`src/rtl/sdram_init_pkg.sv`:
```
package sdram_init_pkg;

  localparam int CMD_COUNT = 20;
  localparam int IDX_W     = $clog2(CMD_COUNT);

  typedef enum logic [2:0] {
    S_IDLE, S_INIT, S_WAIT, S_CMD, S_GAP, S_RESTORE
  } seqState_t;

  // strobes from control to datapath
  typedef struct packed {
    logic       loadCfg;
    logic       emitInit;
    logic       emitCmd;
    logic       emitRestore;
    logic [1:0] cmdCode;
  } dpCtl_t;

  // command list: precharge, nop, 8x (refresh, nop), mode set, nop
  function automatic logic [1:0] cmdAt(input logic [IDX_W-1:0] idx);
    if (idx == IDX_W'(0))       return 2'd3;
    else if (idx == IDX_W'(18)) return 2'd1;
    else if (idx[0])            return 2'd0;
    else                        return 2'd2;
  endfunction

endpackage

```
`src/rtl/sdram_init_dp.sv`:
```
module sdram_init_dp
  import sdram_init_pkg::*;
(
  input  logic        clk,
  input  logic        rstN,
  input  logic [31:0] timingIn,
  input  logic [31:0] bankIn,
  input  dpCtl_t      ctl,
  output logic [31:0] ctrlWord,
  output logic        wordValid
);

  localparam logic [31:0] KEEP_MASK  = 32'h8000_F9FF;
  localparam logic [31:0] ENABLE_BIT = 32'h8000_0000;
  localparam logic [31:0] REFR_OFF   = 32'h0000_C000;

  logic [31:0] timingReg, bankReg;
  logic [7:0]  mrsData;
  logic        fastClk, casLat2;
  logic [31:0] restoreWord, initWord, cmdWord;

  always_ff @(posedge clk) begin
    if (!rstN) begin
      timingReg <= '0;
      bankReg   <= '0;
    end else if (ctl.loadCfg) begin
      timingReg <= timingIn;
      bankReg   <= bankIn;
    end
  end

  always_comb begin
    fastClk = timingReg[12];
    casLat2 = fastClk ? (timingReg[1:0] == 2'd0) : (timingReg[1:0] == 2'd1);
    if (timingReg[23:16] != 8'h00) begin
      mrsData = timingReg[23:16];
    end else begin
      mrsData = casLat2 ? 8'h40 : 8'h60;
      if (!bankReg[23]) mrsData = mrsData >> 1;
    end
  end

  assign restoreWord = (timingReg & KEEP_MASK) | ENABLE_BIT;
  assign initWord    = restoreWord | REFR_OFF | {8'h00, mrsData, 16'h0000};
  assign cmdWord     = initWord | {21'd0, ctl.cmdCode, 9'd0};

  always_ff @(posedge clk) begin
    if (!rstN) begin
      ctrlWord  <= '0;
      wordValid <= 1'b0;
    end else begin
      wordValid <= ctl.emitInit | ctl.emitCmd | ctl.emitRestore;
      if (ctl.emitInit)         ctrlWord <= initWord;
      else if (ctl.emitCmd)     ctrlWord <= cmdWord;
      else if (ctl.emitRestore) ctrlWord <= restoreWord;
    end
  end

endmodule

```
`src/rtl/sdram_init_ctrl.sv`:
```
module sdram_init_ctrl
  import sdram_init_pkg::*;
#(
  parameter int DELAY_EFF  = 20000,
  parameter int GAP_EFF    = 5,
  parameter int NUM_PASSES = 2
) (
  input  logic   clk,
  input  logic   rstN,
  input  logic   start,
  output dpCtl_t ctl,
  output logic   done
);

  localparam int CNT_MAX = (DELAY_EFF > GAP_EFF) ? DELAY_EFF : GAP_EFF;
  localparam int CNT_W   = $clog2(CNT_MAX + 1);
  localparam int PASS_W  = (NUM_PASSES > 1) ? $clog2(NUM_PASSES) : 1;

  seqState_t        state;
  logic [CNT_W-1:0] cnt;
  logic [IDX_W-1:0] idx;
  logic [PASS_W-1:0] pass;

  always_comb begin
    ctl = '0;
    case (state)
      S_IDLE:    ctl.loadCfg     = start;
      S_INIT:    ctl.emitInit    = 1'b1;
      S_CMD: begin
        ctl.emitCmd = 1'b1;
        ctl.cmdCode = cmdAt(idx);
      end
      S_RESTORE: ctl.emitRestore = 1'b1;
      default: ;
    endcase
  end

  always_ff @(posedge clk) begin
    if (!rstN) begin
      state <= S_IDLE;
      cnt   <= '0;
      idx   <= '0;
      pass  <= '0;
      done  <= 1'b0;
    end else begin
      case (state)
        S_IDLE: if (start) begin
          done  <= 1'b0;
          pass  <= '0;
          idx   <= '0;
          state <= S_INIT;
        end
        S_INIT: begin
          cnt   <= CNT_W'(DELAY_EFF - 2);
          state <= S_WAIT;
        end
        S_WAIT: begin
          if (cnt == '0) state <= S_CMD;
          else           cnt   <= cnt - 1'b1;
        end
        S_CMD: begin
          cnt   <= CNT_W'(GAP_EFF - 2);
          state <= S_GAP;
        end
        S_GAP: begin
          if (cnt != '0) begin
            cnt <= cnt - 1'b1;
          end else if (idx == IDX_W'(CMD_COUNT - 1)) begin
            state <= S_RESTORE;
          end else begin
            idx   <= idx + 1'b1;
            state <= S_CMD;
          end
        end
        S_RESTORE: begin
          idx <= '0;
          if (pass == PASS_W'(NUM_PASSES - 1)) begin
            done  <= 1'b1;
            state <= S_IDLE;
          end else begin
            pass  <= pass + 1'b1;
            state <= S_INIT;
          end
        end
        default: state <= S_IDLE;
      endcase
    end
  end

endmodule

```
`src/rtl/sdram_init_seq.sv`:
```
module sdram_init_seq
  import sdram_init_pkg::*;
#(
  parameter int CLK_MHZ    = 100,
  parameter int DELAY_US   = 200,
  parameter int CMD_GAP    = 5,
  parameter int NUM_PASSES = 2
) (
  input  logic        clk,
  input  logic        rstN,
  input  logic        start,
  input  logic [31:0] timingIn,
  input  logic [31:0] bankIn,
  output logic [31:0] ctrlWord,
  output logic        wordValid,
  output logic        done
);

  localparam int DELAY_RAW = CLK_MHZ * DELAY_US;
  localparam int DELAY_EFF = (DELAY_RAW < 2) ? 2 : DELAY_RAW;
  localparam int GAP_EFF   = (CMD_GAP < 5) ? 5 : CMD_GAP;

  dpCtl_t ctl;

  sdram_init_ctrl #(
    .DELAY_EFF (DELAY_EFF),
    .GAP_EFF   (GAP_EFF),
    .NUM_PASSES(NUM_PASSES)
  ) u_ctrl (
    .clk  (clk),
    .rstN (rstN),
    .start(start),
    .ctl  (ctl),
    .done (done)
  );

  sdram_init_dp u_dp (
    .clk      (clk),
    .rstN     (rstN),
    .timingIn (timingIn),
    .bankIn   (bankIn),
    .ctl      (ctl),
    .ctrlWord (ctrlWord),
    .wordValid(wordValid)
  );

endmodule

```
`config.mk`:
```
export PLATFORM = sky130hd
export DESIGN_NAME = sdram_init_seq
export DESIGN_NICKNAME = d
export VERILOG_FILES = /design/src/rtl/sdram_init_pkg.sv /design/src/rtl/sdram_init_dp.sv /design/src/rtl/sdram_init_ctrl.sv /design/src/rtl/sdram_init_seq.sv
export SDC_FILE = /design/constraint.sdc
export NUM_CORES = 1
export LEC_CHECK = 0
export ABC_AREA = 0
export BUFFER_PORTS_ARGS = -buffer_cell sky130_fd_sc_hd__buf_2
export CORE_MARGIN = 10
export CORE_UTILIZATION = 45
export DETAILED_ROUTE_END_ITERATION = 7
export PLACE_DENSITY_LB_ADDON = 0.15
export SLEW_MARGIN = 10
export SYNTH_ARGS = -nofsm -noshare
export SYNTH_HDL_FRONTEND = slang
export SYNTH_SLANG_ARGS = --single-unit
export TNS_END_PERCENT = 5
```
`constraint.sdc`:
```
create_clock -name clk -period 2.7 [get_ports clk]
set_clock_uncertainty 0.15 [all_clocks]
set_input_delay 0.27 -clock clk [delete_from_list [all_inputs] [get_ports clk]]
set_output_delay 0.27 -clock clk [all_outputs]
set_load 0.01 [all_outputs]
```
==> results.md, run 1 <==
- The global-route wire length before repair is 13,800 µm.
- The run finished with clean final reports.
- At the end of the flow, the number of nets in the layout was 547.
- The warning count from the yosys run is 0.
- Data on the critical path arrives at its endpoint at 2.64 ns.
- The max-slew violation count is 0.
- The cell area that synthesis handed to floorplanning was 3190 µm².
- In the final layout, the share of cells above drive strength 1 is 0.187.
- The routed wirelength normalized by instance count is 14.2 µm.
- The via count of the first global-routing pass is 2,929.
- Once placement finished, the instance area stood at 3560 µm².
- The maximum VDD drop is 0.420 mV.
- The clock root buffer master is clkbuf_8.
- The number of antenna violations at the first check in global routing was 0.
- STA classifies the critical path startpoint as a flop.
- The count of TritonRoute iterations in the first routing pass is 4.
- The peak fanout along the critical path is 6.
- The clock passes through at most 2 buffers.
- The starting density of the core is 0.468.
- The I/O pin count is 101.
- Clock latency on the worst-skew pair, taken at its later pin, is 0.35 ns.
- By area the synthesized netlist is led by dfxtp_1 (46%), nand2_1 (11%), a21oi_1 (9.1%), nor2_1 (4.1%), clkbuf_1 (1.9%).
- Yosys mapped the design onto 52 distinct sky130hd cell types.
- Max-cap violations in this run came to 0.
- The final clock period utilization by the worst path is 0.932.
- The finished cells cover 4010 µm².
- The post-route minimum period is 2.52 ns.
- The most frequent cell after synthesis is nand2_1.
- The maximum operating frequency is 0.398 GHz.
- Once detail routing completed, the nets flagged for antenna violations numbered 0.
- The die covers 10,900 µm².
- The total power density per cell area is 784 nW/µm².
- The die height is 104 µm.
- Once the clock tree was built, the resizer swapped 0 gates to a different size.
- The relative max-transition margin is 0.612.
- Counting instances in the post-synthesis netlist gives the leading cell types as nand2_1 (91), dfxtp_1 (74), a21oi_1 (58).
- The tree built by TritonCTS fans out to 74 sinks.
- At the worst endpoint, the required time is 2.83 ns.
- The number of synthesized register bits is 74.
- The startpoint-to-endpoint class of the critical path is reg2reg.
- The synthesis-to-finish area growth is 25.4%.
- Of the post-synthesis cell area, the dominant cell type holds 0.464.
- The clock input transition at the sequential cells of the worst setup and hold paths is 0.08 ns.
- The number of setup violations in the final report is 0.
- The all-layer global routing usage is 0.151.
- The per-cell via count in the routed design is 5.14.
- CTS built an H-tree with a depth of 3.
- The filler-free cell count of the finished design is 577.
- The cell accounting for the most synthesized area is dfxtp_1.
- The tightest min-delay check is of the in2reg type.
- After technology mapping, the gate count stands at 401.
- Setup repair after global routing left no endpoint under its margin.
- The average instance in the mapped netlist occupies 7.97 µm².
- The number of enable-type register cells in the synthesized netlist is 0.
- Setup total negative slack on the finished layout was measured at 0 ns.
- The remaining design rule violation count is 0.
- The placed instance count is 540.
- The CTS tree is done.
- For this design the static power due to leakage is 1.62 nW.
- Counting flops with an async set or reset pin after synthesis yields a share of 0.
- The number of buffers inserted by port buffering is 52.
- Measured along the x axis, the die boundary spans 104 µm.
- For this run, the register share of the synthesized area comes to 0.464.
- The via count of the routed design is 2,968.
- The total count of hold-check failures in the final report is 0.
- The placeable core area is 6830 µm².
- Counting the buffers created by CTS gives 9.
- Summed over all nets, the half-perimeter wirelength after detailed placement is 5630 µm.
- Routability-driven placement finished with a final weighted congestion of 0.852.
- The cell row count is 30.
- The first routing iteration left 183 violations.
- The pin slew with the least headroom to its limit is 0.578 ns.
- The overall power of the completed layout is 3.14 mW.
- The leading register cell type out of synthesis is dfxtp_1.
- For this block, the routed nets add up to 8210 µm of wire.
- Summed over all layers, the global routing overflow is 0.
- The antenna diode count is 0.
- STA classifies the critical path endpoint as a flop.
- Entering global routing, the biggest net connects 28 pins.
-- through the flow --
stage	utilization	hold slack (ns)	setup slack, ns
6_report	0.586	0.0156	0.185
5_1_grt	0.586	0.00559	0.00488
4_1_cts	0.586	0.000745	0.240
3_5_place_dp	0.521	0.294	0.276
3_3_place_gp	0.521	0.287	0.312
2_1_floorplan	-	0.256	0.547
-- cell usage in the layout, fill, tap and decap left out, types with 2 or more instances in the layout --
cell type	instances
a22oi_1	5
dlygate4sd3_1	21
nor3_1	4
o21ai_0	10
clkbuf_8	11
mux2i_1	2
nor2_1	35
nand2_1	91
xnor2_1	4
bufinv_16	2
a31oi_1	2
a21oi_2	2
ha_1	4
nand4b_1	3
a21oi_1	58
o31ai_1	2
nor3b_1	2
dfxtp_1	74
inv_1	10
conb_1	7
nor4_1	6
xor2_1	5
or3_1	4
nand3_1	10
o22ai_1	4
a21boi_0	2
nand4_1	3
o221a_2	2
buf_4	12
or4_1	4
buf_2	52
nand2b_1	3
-- path summary, 6_finish.rpt --
path	start	endpoint	slack [ns]	depth (start not counted)
max	u_ctrl.cnt[0]	u_ctrl.idx[2]	0.18	7
min	timingIn[1]	u_dp.timingReg[1]	0.02	3
max reg2reg	u_ctrl.cnt[0]	u_ctrl.idx[2]	0.18	7
min reg2reg	u_dp.ctrlWord[4]	u_dp.ctrlWord[4]	0.30	2
-- critical path, cell delays in order, from the launching register on --
cell and delay [ns]:
dfxtp_1 0.33, inv_1 0.07, ha_1 0.19, nor3b_1 0.44, nand2_1 0.20, or4_4 0.59, or3_1 0.33, a21oi_1 0.15
-- sequential cells by signal (all words and copies together) (netlist names) --
signal,flops
u_ctrl.cnt,15
u_ctrl.done,1
u_ctrl.idx,5
u_ctrl.pass,1
u_ctrl.state,3
u_dp.bankReg,1
u_dp.ctrlWord,25
u_dp.timingReg,22
u_dp.wordValid,1
-- cell type report --
type	count	area [µm²]
fillers	663	2830
multi-input cells	296	1570
flip-flops and latches	74	1480
repair buffers	85	561
clock buffers	11	151
well taps	96	120
clock inverters	5	85.1
inverters	10	37.5
-- power by group --
group	total, mW	switching [mW]	internal, mW
clock network	1.01	0.429	0.576
logic	0.825	0.490	0.335
registers	1.31	0.111	1.20
total	3.14	1.03	2.11
-- cell families after synthesis --
family | share of synthesized area
AND/OR/NAND/NOR | 0.251
buffers and inverters | 0.0517
adder cells (fa/ha/maj) | 0.0157
multiplexers | 0.00627
AO/OA/AOI/OAI | 0.186
flip-flops | 0.464
other | 0.00117
XOR/XNOR | 0.0247
-- per-layer routing --
metal	global-route usage	part of all wire
met1	0.180	0.46
met2	0.249	0.49
met3	0.0539	0.045
met4	0.0427	0.0067
met5	0	0
-- repair_timing --
item / in CTS / in global routing
endpoints found under the hold margin: 21 / 0
hold buffers: 21 / 0
endpoints found under the setup margin: 0 / 0
buffers inserted: 0 / 0
Power figures use the tool's default switching activity.
==> run 2, diff against run 1 <==
- CAP_MARGIN: not set -> 20
- CTS_BUF_LIST: not set -> sky130_fd_sc_hd__clkbuf_16
- GPL_TIMING_DRIVEN: not set -> 0
==> results.md, run 2 (same netlist as run 1, synthesis figures left out) <==
- The post-cts hold buffer count is 0 (-100%).
- The stage delay of the slowest cell on the critical path was 0.60 ns (about the same).
- The peak fanout along the critical path was 6 (unchanged).
- The most frequent standard cell in the layout excluding fill and tap cells is nand2_1.
- The net load switching power is 1.10 mW (+6.7%).
- The count of antenna-violating nets left after detailed routing was 0 (unchanged).
- The routed wirelength normalized by instance count came to 14.9 µm (+4.8%).
- The layout cell share with drive strength beyond 1 came to 0.175 (-0.0120).
- The fraction of power consumed by sequential logic is 0.391 (-0.026).
- The starting density of the core is 0.468 (unchanged).
- The per-cell via count in the routed design was 5.22 (+1.6%).
- The area of the multi-input gates is 1580 µm² (+0.48%).
- The category of the worst setup path launch point is a flop.
- The via count of the routed design was 2,978 (+0.34%).
- The placeable core area is 6830 µm² (unchanged).
- The global-route wire length before repair came to 14,000 µm (+1.7%).
- The overall power of the completed layout is 3.32 mW (+5.7%).
- The post-route cell area is 3900 µm² (-2.6%).
- The signal on the critical path passes through inv_1 > ha_1 > nor3b_1 > nand2_1 > or4_4 > or3_1 > a21oi_1.
- The register containing the most flip-flops in the final layout is u_dp.ctrlWord.
- The utilization after layout is 0.571 (-0.0154).
- The CTS sink count is 74 (unchanged).
- The all-layer global routing usage is 0.154 (+0.00350).
- The worst hold slack across all endpoints came to 0.0160 ns (+0.000454 ns).
- The half-perimeter wire length of the detailed placement result is 6130 µm (+9.0%).
- The run finished with clean final reports.
- The remaining design rule violation count is 0 (unchanged).
- The clock insertion delay at the later pin of the skew report is 0.33 ns (-0.02 ns).
- The max-slew violation count is 0 (unchanged).
- The clock group share of total power is 0.368 (+0.048).
- The clock root buffer master is clkbuf_16.
- The cell row count was 30 (unchanged).
- The antenna diode count was 0 (unchanged).
- The count of TritonRoute iterations in the first routing pass is 4 (unchanged).
- The number of max-capacitance violations reported is 0 (unchanged).
- The number of CTS-inserted buffers is 9 (unchanged).
- STA classifies the critical path endpoint as a flop.
- The clock input transition at the sequential cells of the worst setup and hold paths is 0.06 ns (-0.02 ns).
- The maximum number of pins on one net before global-route repair came to 15 (-46%).
- The synthesis-to-finish area growth is 22.1%.
- The pre-CTS setup slack came to 0.239 ns (-0.0369 ns).
- The buffer count from post-CTS setup fixing came to 0 (unchanged).
- The die footprint is 10,900 µm² (unchanged).
- The startpoint identified for the worst hold timing path is timingIn[22].
- The combinational share of power came to 0.242 (-0.021).
- The number of antenna violations at the first check in global routing was 0 (unchanged).
- The via count of the first global-routing pass is 2,894 (-1.2%).
- The CTS tree is done.
- The cell depth of the worst min-delay path is 3 (unchanged).
- The depth of the CTS H-tree was 3 (unchanged).
- By startpoint and endpoint, the worst setup path is classified as reg2reg.
- The maximum VDD drop is 0.484 mV (+15%).
- The number of flip-flops in the largest register is 25 (unchanged).
- The leakage component of the power came to 1.57 nW (-3.6%).
- The maximum buffer depth of the clock tree was 2 (unchanged).
- The cell at the slowest stage of the critical path is or4_4.
- The least setup slack across all paths after layout is 0.184 ns (-0.000725 ns).
- The worst register-to-register path begins at u_ctrl.cnt[0].
- The largest registers in the layout are u_dp.ctrlWord (25), u_dp.timingReg (22), u_ctrl.cnt (15).
- The reg-to-reg setup timing slack came to 0.18 ns (about the same).
- The violation count after the first detailed-routing iteration is 121 (-34%).
- The number of setup violations in the final report came to 0 (unchanged).
- The layout filler cell count is 677 (+2.1%).
- The total routed wirelength was 8500 µm (+3.5%).
- The placed standard-cell area is 3590 µm² (+0.91%).
- The register cell area after layout came to 1480 µm² (unchanged).
- The min-delay analysis places its worst path in the category in2reg.
- The number of nets in the finished design is 540 (-1.3%).
- The arrival time of data at the critical path endpoint is 2.63 ns (about the same).
- The post-route minimum period is 2.52 ns (+0.000725 ns).
- The path with the worst hold slack has its endpoint at u_dp.timingReg[22].
- The placed instance count was 554 (+2.6%).
- The die width is 104 µm (unchanged).
- The top cell types in the final layout, fill and taps aside, are nand2_1 (91), dfxtp_1 (74), a21oi_1 (58), buf_2 (51), nor2_1 (35).
- The internal cell power was 2.22 mW (+5.2%).
- The leftover overflow at the end of global routing is 0 (unchanged).
- The relative max-transition margin is 0.623 (+0.0110).
- The filler-free cell count of the finished design came to 570 (-1.2%).
- The destination of the worst register-to-register timing path is u_ctrl.idx[2].
- The total count of hold-check failures in the final report is 0 (unchanged).
- The setup TNS after final layout is 0 ns (unchanged).
- The beginning of the critical path is u_ctrl.cnt[0].
- The number of buffers inserted by port buffering is 51 (-1.9%).
- The switching share of power is 0.331 (+0.00321).
- The pin slew with the least headroom to its limit was 0.561 ns (-0.0163 ns).
- The last weighted congestion value of the routability-driven placer is 0.885 (+3.9%).
- The maximum operating frequency is 0.397 GHz (about the same).
- The final clock period utilization by the worst path came to 0.932 (about the same).
- The die height came to 104 µm (unchanged).
- The data required time at the worst endpoint is 2.81 ns (-0.02 ns).
- The number of cells on the worst reg-to-reg path is 7 (unchanged).
- The total power density per cell area came to 851 nW/µm² (+8.6%).
- The I/O pin count is 101 (unchanged).
run 2: cell types whose count changed in the layout (fill, tap and decap cells not counted), moves of 4 or more:
cell,change
dlygate4sd3_1,-21
clkbuf_1,+16
clkbuf_8,-11
clkbuf_16,+9
buf_4,-5
buf_1,+4
run 2: layer usage:
| layer | routed length, µm | up-vias | GRT usage |
|---|---|---|---|
| met5 | 0 | - | 0 |
| met4 | 97 | 0 | 0.0567 |
| met3 | 459 | 9 | 0.0415 |
| met2 | 4060 | 65 | 0.254 |
| met1 | 3880 | 1390 | 0.188 |
| li1 | - | 1514 | - |
run 2: cell type report:
class / count / area share
Buffer: 27 / 0.0327
Clock buffer: 9 / 0.0577
Clock inverter: 7 / 0.0196
Inverter: 10 / 0.00962
Multi-Input combinational cell: 296 / 0.404
Sequential cell: 74 / 0.380
Tap cell: 96 / 0.0308
Timing Repair Buffer: 51 / 0.0654
run 2: worst max path at each step:
stage | end | cells after the start
2_1_floorplan | u_ctrl.idx[2] | 7
3_3_place_gp | u_ctrl.cnt[11] | 7
3_5_place_dp | u_ctrl.cnt[11] | 7
4_1_cts | u_ctrl.cnt[11] | 7
5_1_grt | u_ctrl.cnt[13] | 6
6_report | u_ctrl.idx[2] | 7
run 2: power by group through the flow:
stage / Clock (mW) / Combinational, mW / Sequential [mW]
floorplan: 0 / 0.578 / 1.31
global placement: 0 / 0.769 / 1.31
detailed placement: 0 / 0.779 / 1.32
CTS: 1.23 / 0.787 / 1.29
global route: 1.27 / 0.890 / 1.31
finish: 1.22 / 0.802 / 1.30
run 2: timing repair:
| item | CTS | global route |
|---|---|---|
| resized for setup | 0 | 1 |
| setup endpoints to repair | 0 | 2 |
| hold endpoints to repair | 0 | 0 |
run 2: worst max-delay path: cells and delay by family (launching register included):
kind / cells / cell delay, ns
simple gates: 4 / 1.55
compound gates: 1 / 0.15
flops: 1 / 0.32
fa+ha+maj: 1 / 0.20
buf+inv: 1 / 0.07
